## src/rtl/pwm_param_pkg.sv

```systemverilog
// Shared definitions for the pulse parameter register bank.
// Assumes a byte-wide bus and the low byte at the even address.
package pwm_param_pkg;

    localparam int BUS_W = 8;

    typedef enum logic {
        LANE_LO = 1'b0,
        LANE_HI = 1'b1
    } lane_e;

    // Which byte of a register an address selects.
    function automatic lane_e addr_lane(input logic addr_lsb);
        return addr_lsb ? LANE_HI : LANE_LO;
    endfunction

endpackage

```

## src/rtl/ppb_addr_decode.sv

```systemverilog
// Address decoder: turns a byte address into one-hot low/high lane selects.
// Assumes register i occupies addresses 2i and 2i+1; anything else selects nothing.
module ppb_addr_decode
    import pwm_param_pkg::*;
#(
    parameter int NUM_REGS = 5,
    parameter int ADDR_W   = 4
) (
    input  logic [ADDR_W-1:0]   addr,
    output logic [NUM_REGS-1:0] sel_lo,
    output logic [NUM_REGS-1:0] sel_hi
);

    lane_e lane;

    // Pick the byte lane from the address LSB.
    always_comb lane = addr_lane(addr[0]);

    for (genvar i = 0; i < NUM_REGS; i++) begin : g_sel
        logic hit;
        // Compare the word part of the address against this register index.
        always_comb begin
            hit       = (addr[ADDR_W-1:1] == (ADDR_W-1)'(i));
            sel_lo[i] = hit && (lane == LANE_LO);
            sel_hi[i] = hit && (lane == LANE_HI);
        end
    end

endmodule

```

## src/rtl/ppb_param_reg.sv

```systemverilog
// One buffered parameter: a low-byte holding latch plus the buffer word.
// Assumes the low byte is written before the high byte; the buffer only
// changes on the high-byte write, so a half value is never exposed.
module ppb_param_reg
    import pwm_param_pkg::*;
#(
    parameter int DATA_W = 10
) (
    input  logic              clk,
    input  logic              rst_n,
    input  logic              lo_we,
    input  logic              hi_we,
    input  logic [BUS_W-1:0]  wr_byte,
    output logic [DATA_W-1:0] buf_q
);

    localparam int HI_W = DATA_W - BUS_W;

    logic [BUS_W-1:0] lo_hold;
    logic [HI_W-1:0]  hi_part;

    // Only the meaningful high bits of the byte reach the buffer.
    always_comb hi_part = wr_byte[HI_W-1:0];

    // Keep the low byte until its partner arrives.
    always_ff @(posedge clk) begin
        if (!rst_n)     lo_hold <= '0;
        else if (lo_we) lo_hold <= wr_byte;
    end

    // Assemble the full word on the high-byte write.
    always_ff @(posedge clk) begin
        if (!rst_n)     buf_q <= '0;
        else if (hi_we) buf_q <= {hi_part, lo_hold};
    end

endmodule

```

## src/rtl/ppb_commit_ctrl.sv

```systemverilog
// Commit sequencing: a commit write arms a pending flag; the next period-end
// pulse with the flag set issues a single load strobe and drops the flag.
// Assumes a commit write in the same cycle as a transfer re-arms the flag.
module ppb_commit_ctrl (
    input  logic clk,
    input  logic rst_n,
    input  logic commit_we,
    input  logic period_end,
    output logic pending,
    output logic load
);

    // A transfer happens only at a period boundary while armed.
    always_comb load = period_end && pending;

    // Arm on a commit write, disarm after the transfer.
    always_ff @(posedge clk) begin
        if (!rst_n)          pending <= 1'b0;
        else if (commit_we)  pending <= 1'b1;
        else if (period_end) pending <= 1'b0;
    end

endmodule

```

## src/rtl/pwm_param_bank.sv

```systemverilog
// Double-buffered parameter bank for a pulse generator. Bytes from the CPU
// build buffered words; a commit write plus a period-end pulse moves every
// buffered word into the active stage at once. Reads return buffered words.
// Assumes one bus access per cycle and a one-cycle period_end pulse.
module pwm_param_bank
    import pwm_param_pkg::*;
#(
    parameter int NUM_REGS   = 5,
    parameter int DATA_W     = 10,
    parameter int ADDR_W     = 4,
    parameter int COMMIT_IDX = 2
) (
    input  logic                       clk,
    input  logic                       rst_n,
    input  logic [ADDR_W-1:0]          bus_addr,
    input  logic [BUS_W-1:0]           bus_wdata,
    input  logic                       bus_we,
    input  logic                       bus_re,
    output logic [BUS_W-1:0]           bus_rdata,
    input  logic                       period_end,
    output logic                       commit_pending,
    output logic [NUM_REGS*DATA_W-1:0] active_flat
);

    localparam int HI_W = DATA_W - BUS_W;

    logic [NUM_REGS-1:0]        sel_lo, sel_hi;
    logic [NUM_REGS-1:0]        wr_lo, wr_hi;
    logic [NUM_REGS*DATA_W-1:0] buf_flat;
    logic                       commit_we;
    logic                       load;
    logic [BUS_W-1:0]           rd_word;

    ppb_addr_decode #(
        .NUM_REGS (NUM_REGS),
        .ADDR_W   (ADDR_W)
    ) u_decode (
        .addr   (bus_addr),
        .sel_lo (sel_lo),
        .sel_hi (sel_hi)
    );

    // Qualify the address selects with the write strobe.
    always_comb begin
        wr_lo     = sel_lo & {NUM_REGS{bus_we}};
        wr_hi     = sel_hi & {NUM_REGS{bus_we}};
        commit_we = wr_hi[COMMIT_IDX];
    end

    for (genvar i = 0; i < NUM_REGS; i++) begin : g_reg
        ppb_param_reg #(
            .DATA_W (DATA_W)
        ) u_reg (
            .clk     (clk),
            .rst_n   (rst_n),
            .lo_we   (wr_lo[i]),
            .hi_we   (wr_hi[i]),
            .wr_byte (bus_wdata),
            .buf_q   (buf_flat[i*DATA_W +: DATA_W])
        );

        // Active stage: take the buffered word on a transfer strobe.
        always_ff @(posedge clk) begin
            if (!rst_n)    active_flat[i*DATA_W +: DATA_W] <= '0;
            else if (load) active_flat[i*DATA_W +: DATA_W] <= buf_flat[i*DATA_W +: DATA_W];
        end
    end

    ppb_commit_ctrl u_commit (
        .clk        (clk),
        .rst_n      (rst_n),
        .commit_we  (commit_we),
        .period_end (period_end),
        .pending    (commit_pending),
        .load       (load)
    );

    // Select the addressed byte of the buffer stage; unused high bits are zero.
    always_comb begin
        rd_word = '0;
        for (int i = 0; i < NUM_REGS; i++) begin
            if (sel_lo[i]) rd_word = rd_word | buf_flat[i*DATA_W +: BUS_W];
            if (sel_hi[i]) rd_word = rd_word |
                {{(BUS_W-HI_W){1'b0}}, buf_flat[i*DATA_W+BUS_W +: HI_W]};
        end
    end

    // Register the read data; zero when no read was requested.
    always_ff @(posedge clk) begin
        if (!rst_n)      bus_rdata <= '0;
        else if (bus_re) bus_rdata <= rd_word;
        else             bus_rdata <= '0;
    end

endmodule

```

## config.mk

```make
export PLATFORM = sky130hd
export DESIGN_NAME = pwm_param_bank
export DESIGN_NICKNAME = d
export VERILOG_FILES = /design/src/rtl/pwm_param_pkg.sv /design/src/rtl/ppb_addr_decode.sv /design/src/rtl/ppb_param_reg.sv /design/src/rtl/ppb_commit_ctrl.sv /design/src/rtl/pwm_param_bank.sv
export SDC_FILE = /design/constraint.sdc
export NUM_CORES = 1
export LEC_CHECK = 0
export BUFFER_PORTS_ARGS = -buffer_cell sky130_fd_sc_hd__buf_4
export CORE_MARGIN = 1
export CORE_UTILIZATION = 56
export DETAILED_ROUTE_END_ITERATION = 10
export PLACE_DENSITY = 0.77
export SLEW_MARGIN = 20
export SYNTH_ARGS = -nofsm -noshare
export SYNTH_HDL_FRONTEND = slang
export SYNTH_HIERARCHICAL = 1
export SYNTH_SLANG_ARGS = --single-unit
export TNS_END_PERCENT = 50
```

## constraint.sdc

```tcl
create_clock -name clk -period 1.9 [get_ports clk]
set_input_delay 0.095 -clock clk [delete_from_list [all_inputs] [get_ports clk]]
set_output_delay 0.095 -clock clk [all_outputs]
set_load 0.1 [all_outputs]
```

* Yosys cells after proc, flatten, opt, wreduce, memory -nomap -nowiden
Cells that the tools add are included.
Cells by class: equality and inequality tests 4, muxes and demuxes 13, bitwise operators 12, reductions and logical operators 14
Operators by type and width (number):
- two-way mux 8 bit | 10
- OR 8 x 2 -> 8 bit | 5
- OR 8 bit | 4
- logical AND 1 bit | 11
- AND 5 bit | 2
- == test 3 x 2 -> 1 bit, second input constant | 2
- == test 3 x 1 -> 1 bit, second input constant | 1
- == test 3 bit, second input constant | 1
- logical NOT 3 bit | 1
- two-way mux 1 bit | 3
- AND reduction 2 bit | 1
- nonzero test 2 bit | 1
- NOT 1 bit | 1
Storage, ports and cells: flip-flop bits (word level) 149, output and inout bits 59, word-level logic and storage cells 60

* Depth between registers and ports, before layout
depth in word-level cells 22, depth in mapped cells 7

* Modules after synthesis
The synthesis kept the hierarchy.
By module, submodules not included:
- ppb_param_reg | instances 5, cells each 57, area each 683.2 µm², seq. area each 360.3 µm²
- pwm_param_bank | instances 1, cells each 215, area each 2419.8 µm², seq. area each 1161.1 µm²
- ppb_addr_decode | instances 1, cells each 14, area each 160.2 µm², seq. area each 0.0 µm²
- ppb_commit_ctrl | instances 1, cells each 4, area each 41.3 µm², seq. area each 20.0 µm²

* Worst setup path after synthesis
No wires, ideal clock.
kind reg2reg, start point reg u_commit.pending, end point reg active_flat[0], setup time 0.120 ns, data arrival time 1.747 ns, data required time 1.780 ns, slack 0.033 ns, stages on the path, launching flop included 6, buffers on the path 2, period minus slack after synthesis 1.867 ns, cell sequence dfxtp_1 and2_2 buf_4 buf_6 mux2i_1 nor2b_1
On the way: cells in the longest elaborated chain, start to end 1
RTL lines:
- from (decl) | RTL line ppb_commit_ctrl.sv:9 | output logic pending,
- from (signal assigned) | RTL line ppb_commit_ctrl.sv:18 | if (!rst_n) pending <= 1'b0;
- from (signal assigned) | RTL line ppb_commit_ctrl.sv:19 | else if (commit_we) pending <= 1'b1;
- from (signal assigned) | RTL line ppb_commit_ctrl.sv:20 | else if (period_end) pending <= 1'b0;
- logical AND 1 bit | RTL line ppb_commit_ctrl.sv:14 | always_comb load = period_end && pending;
- via load | RTL line pwm_param_bank.sv:31 | logic load;
- to (signal, indexed assignment) | RTL line pwm_param_bank.sv:65 | else if (load) active_flat[i*DATA_W +: DATA_W] <= buf_flat[i*DATA_W +: DATA_W];
- to (decl) | RTL line pwm_param_bank.sv:22 | output logic [NUM_REGS*DATA_W-1:0] active_flat
The timed path passes the listed nets, and every way through them passes these cells. A chain may end at the register's enable or synchronous reset.

* Final worst setup path
start point reg u_commit.pending, end point reg active_flat[45]
Same word-level chain as after synthesis.

==> results by group <==
GRT
  – GR Util All Layers: 24.41%
  – First-pass GRT wire length: 20690 um
  – Grt total ovfl: 0
  – Largest net degree at the start of global routing: approximately 110
  – Initial antenna violation count: 0
  – Vias in the first global route: 3842

Route
  – Vias per cell: 5.271
  – Top Layer Used: met4
  – Final WL: 12800 um
  – Detail Route met3 WL: 654 um
  – Initial drt markers: about 160
  – DRC viols: 0
  – DR vias: 3953
  – Routed len/inst: approximately 17 um
  – DRT antenna net count: 0
  – Drt pass-1 iters: 4
  – Met2 WL: between 5000 and 6000 um
  – Wl on met1: 6047 um

Yosys
  – Post-Syn Nets: 535
  – Top cells by count, synth: dfxtp_1, nor2b_1, mux2i_1, buf_6
  – Avg Inst Size Synth: ~12 um2
  – Ys async rst share: 0%
  – Synth unique cells: 23
  – Mapped Cells: about 520
  – Most used DFF post-synth: dfxtp_1
  – Post-synth EDFFs: 0
  – Post-Syn Area: 6037 um2
  – Yosys warns: 6
  – Share of the synthesized area in the top cell type: slightly below 50%
  – Top cell type by total area after synthesis: dfxtp_1
  – Synth area leaders: dfxtp_1, mux2i_1, nor2b_1
  – FF+latch count, synth: roughly 150
  – Most numerous cell in the Yosys netlist: dfxtp_1
  – Sequential share of the synthesized area: 49.41%

Layout
  – Area of the multi-input gates: 2750 um2
  – Nets: slightly above 600
  – Reg area: 2983 um2
  – ANT cells: 0
  – Area Growth Syn to Fin: 20.35%
  – Final core utilization: 70.07%
  – Filler cell count: 779
  – Share of layout cells above drive strength 1: 21.66%

Hold path
  – WHS Endpoint: g_reg[4].u_reg/buf_q[9]
  – Hold WC Path Type: in -> reg
  – Hold_sp: bus_we
  – Hold path cells: 4

Timing
  – Worst Hold Slack: 124.1 ps
  – Max Transition Viols Final: 0
  – Worst-Margin Slew: 526.1 ps
  – Crit path time final: 1359 ps
  – F_max: 0.7359 GHz
  – Final period util: 71.52%
  – Final Skew: between 5 and 6 ps
  – Final Setup Violations: 0
  – RSZ-0062 raised after global routing: no
  – Relative slew slack: 64.93%
  – TNS Setup: 0 ps
  – Final Hold Vio Count: 0

Setup path
  – Reg-to-reg startpoint: u_commit/pending
  – CP top delay family: flip-flops
  – Critical Path Start Type: flop
  – CP Capture Type: flop
  – Crit path largest cell delay: between 300 and 400 ps
  – Worst reg-to-reg path cell count: 4
  – Critical-path cell list: and2_2 > buf_12 > mux2i_1 > nor2b_1
  – Reg2Reg Setup Slack: 540 ps
  – Crit-path max FO: 50
  – Worst Path Buf+Inv: 1
  – Crit path arrival time: 1760 ps
  – Crit path max-delay cell type: dfxtp_1
  – Reg-to-Reg End: active_flat[45]
  – CP Class: reg -> reg
  – CP Data Required Time: 2300 ps
  – Worst Setup SP: u_commit/pending

Pwr
  – Sw Ratio: 22.26%
  – Clock power share: 47.9%
  – Gate power share: 3.9%
  – Leak pwr: 2.426 nW
  – Total internal power: 5.081 mW
  – Seq pwr share: between 40% and 50%
  – Max VDD drop: 744.0 uV
  – Pwr Density: 899.5 nW/um2
  – P_sw: 1.455 mW

Placement
  – IO Port Bufs: 75
  – Placer Congestion: 0.8315
  – Detailed Place HPWL: 8703 um

Clock network
  – Htree depth: 4
  – Clock transition at the registers of the reported paths: 60 ps
  – Clock sink count: roughly 150
  – CTS tree: done
  – Num CTS Buffers: 17
  – Root buf cell: clkbuf_8
  – Clock Path Buffers: 2
  – Worst skew pair latency: 520 ps
  – Post-CTS Resized: 0

Die
  – I/O pin cnt: 76
  – Die height: 105.8 um
  – Standard-cell row count: 37
  – Die area: 11200 um2
  – Initial core utilization: 58.22%
  – Core Region: 10370 um2
  – Die W: 105.8 um

Outcome
  – Status: finished, final reports clean

Job
  – Max Cap Violations: 0
[power by group through the flow]
stage                     combinational [mW]  clock, mW  sequential [mW]
after floorplan                        0.157          0             3.22
after global placement                 0.231          0             3.22
after detailed placement               0.236          0             3.22
after CTS                              0.254       3.18             3.15
after global routing                   0.271       3.31             3.15
final                                  0.255       3.13             3.15
[metrics by stage]
stage | area (um2) | power [mW] | setup slack, ps | std cells
global route | 7266 | 6.730 | 507.3 | 750
detailed placement | 6589 | 3.453 | 333.3 | 707
global placement | 6589 | 3.448 | 411.0 | 707
floorplan | 6037 | 3.374 | 33.46 | 518
finish | 7266 | 6.536 | 541.1 | 750
CTS | 7266 | 6.586 | 618.1 | 750
[state kept, by name, summed over array words and instances, names as in the netlist]
name,cells
active_flat,50
g.u_reg/buf_q,50
g.u_reg/lo_hold,40
bus_rdata,8
u_commit/pending,1
[cell type report]
| type | count | area share, % |
|---|---|---|
| clock buffer | 19 | 6.079 |
| sequential | 149 | 41.05 |
| clock inverter | 13 | 1.722 |
| multi-input combinational | 334 | 37.85 |
| timing repair buffer | 99 | 10.95 |
| tap | 136 | 2.342 |
[how the worst max path moves through the flow]
stage | endpoint | slack [ps] | cells after the start
6_report | active_flat[45] | 540 | 4
5_1_grt | active_flat[45] | 510 | 4
4_1_cts | active_flat[28] | 620 | 1
3_5_place_dp | g_reg[3].u_reg/lo_hold[2] | 330 | 5
3_3_place_gp | g_reg[3].u_reg/lo_hold[0] | 410 | 5
2_1_floorplan | active_flat[0] | 30 | 5
[routing by layer]
metal	GRT usage, %	vias up
li1	-	1955
met1	32.82	1881
met2	38.19	103
met3	5.566	14
met4	9.127	0
met5	0	-
[cell families (layout without fill, tap and decap cells)]
kind of cell,after synthesis,after routing,share of synthesized area (%)
flops,149,149,49.41
buf+inv,35,131,5.036
simple gates,163,163,18.05
compound gates,31,31,4.290
mux,140,140,23.21
[placed cells by master, fill, tap and decap left out, types with 2 or more instances in the layout]
cell type	count
a222oi_1	6
nor4b_2	4
and2_2	2
clkbuf_16	16
a22oi_1	8
mux2i_1	140
inv_6	2
dfxtp_1	149
a221oi_2	3
dlygate4sd3_1	11
and4bb_2	3
a21oi_1	6
clkinvlp_4	5
nor2b_1	141
clkinv_4	4
buf_4	86
clkbuf_8	3
a22o_1	4
and2_1	9
buf_12	2
a31oi_1	2
[repair_timing]
item,in CTS,in global routing
hold buffers,11,0
setup buffers,0,0
endpoints found under the hold margin,73,0
[worst min-delay path: cells and delay by family]
kind                   cells  cell delay (ps)
multiplexers               1               80
buffers and inverters      1              140
AND/OR/NAND/NOR            2              280
Power figures use the tool's default switching activity.
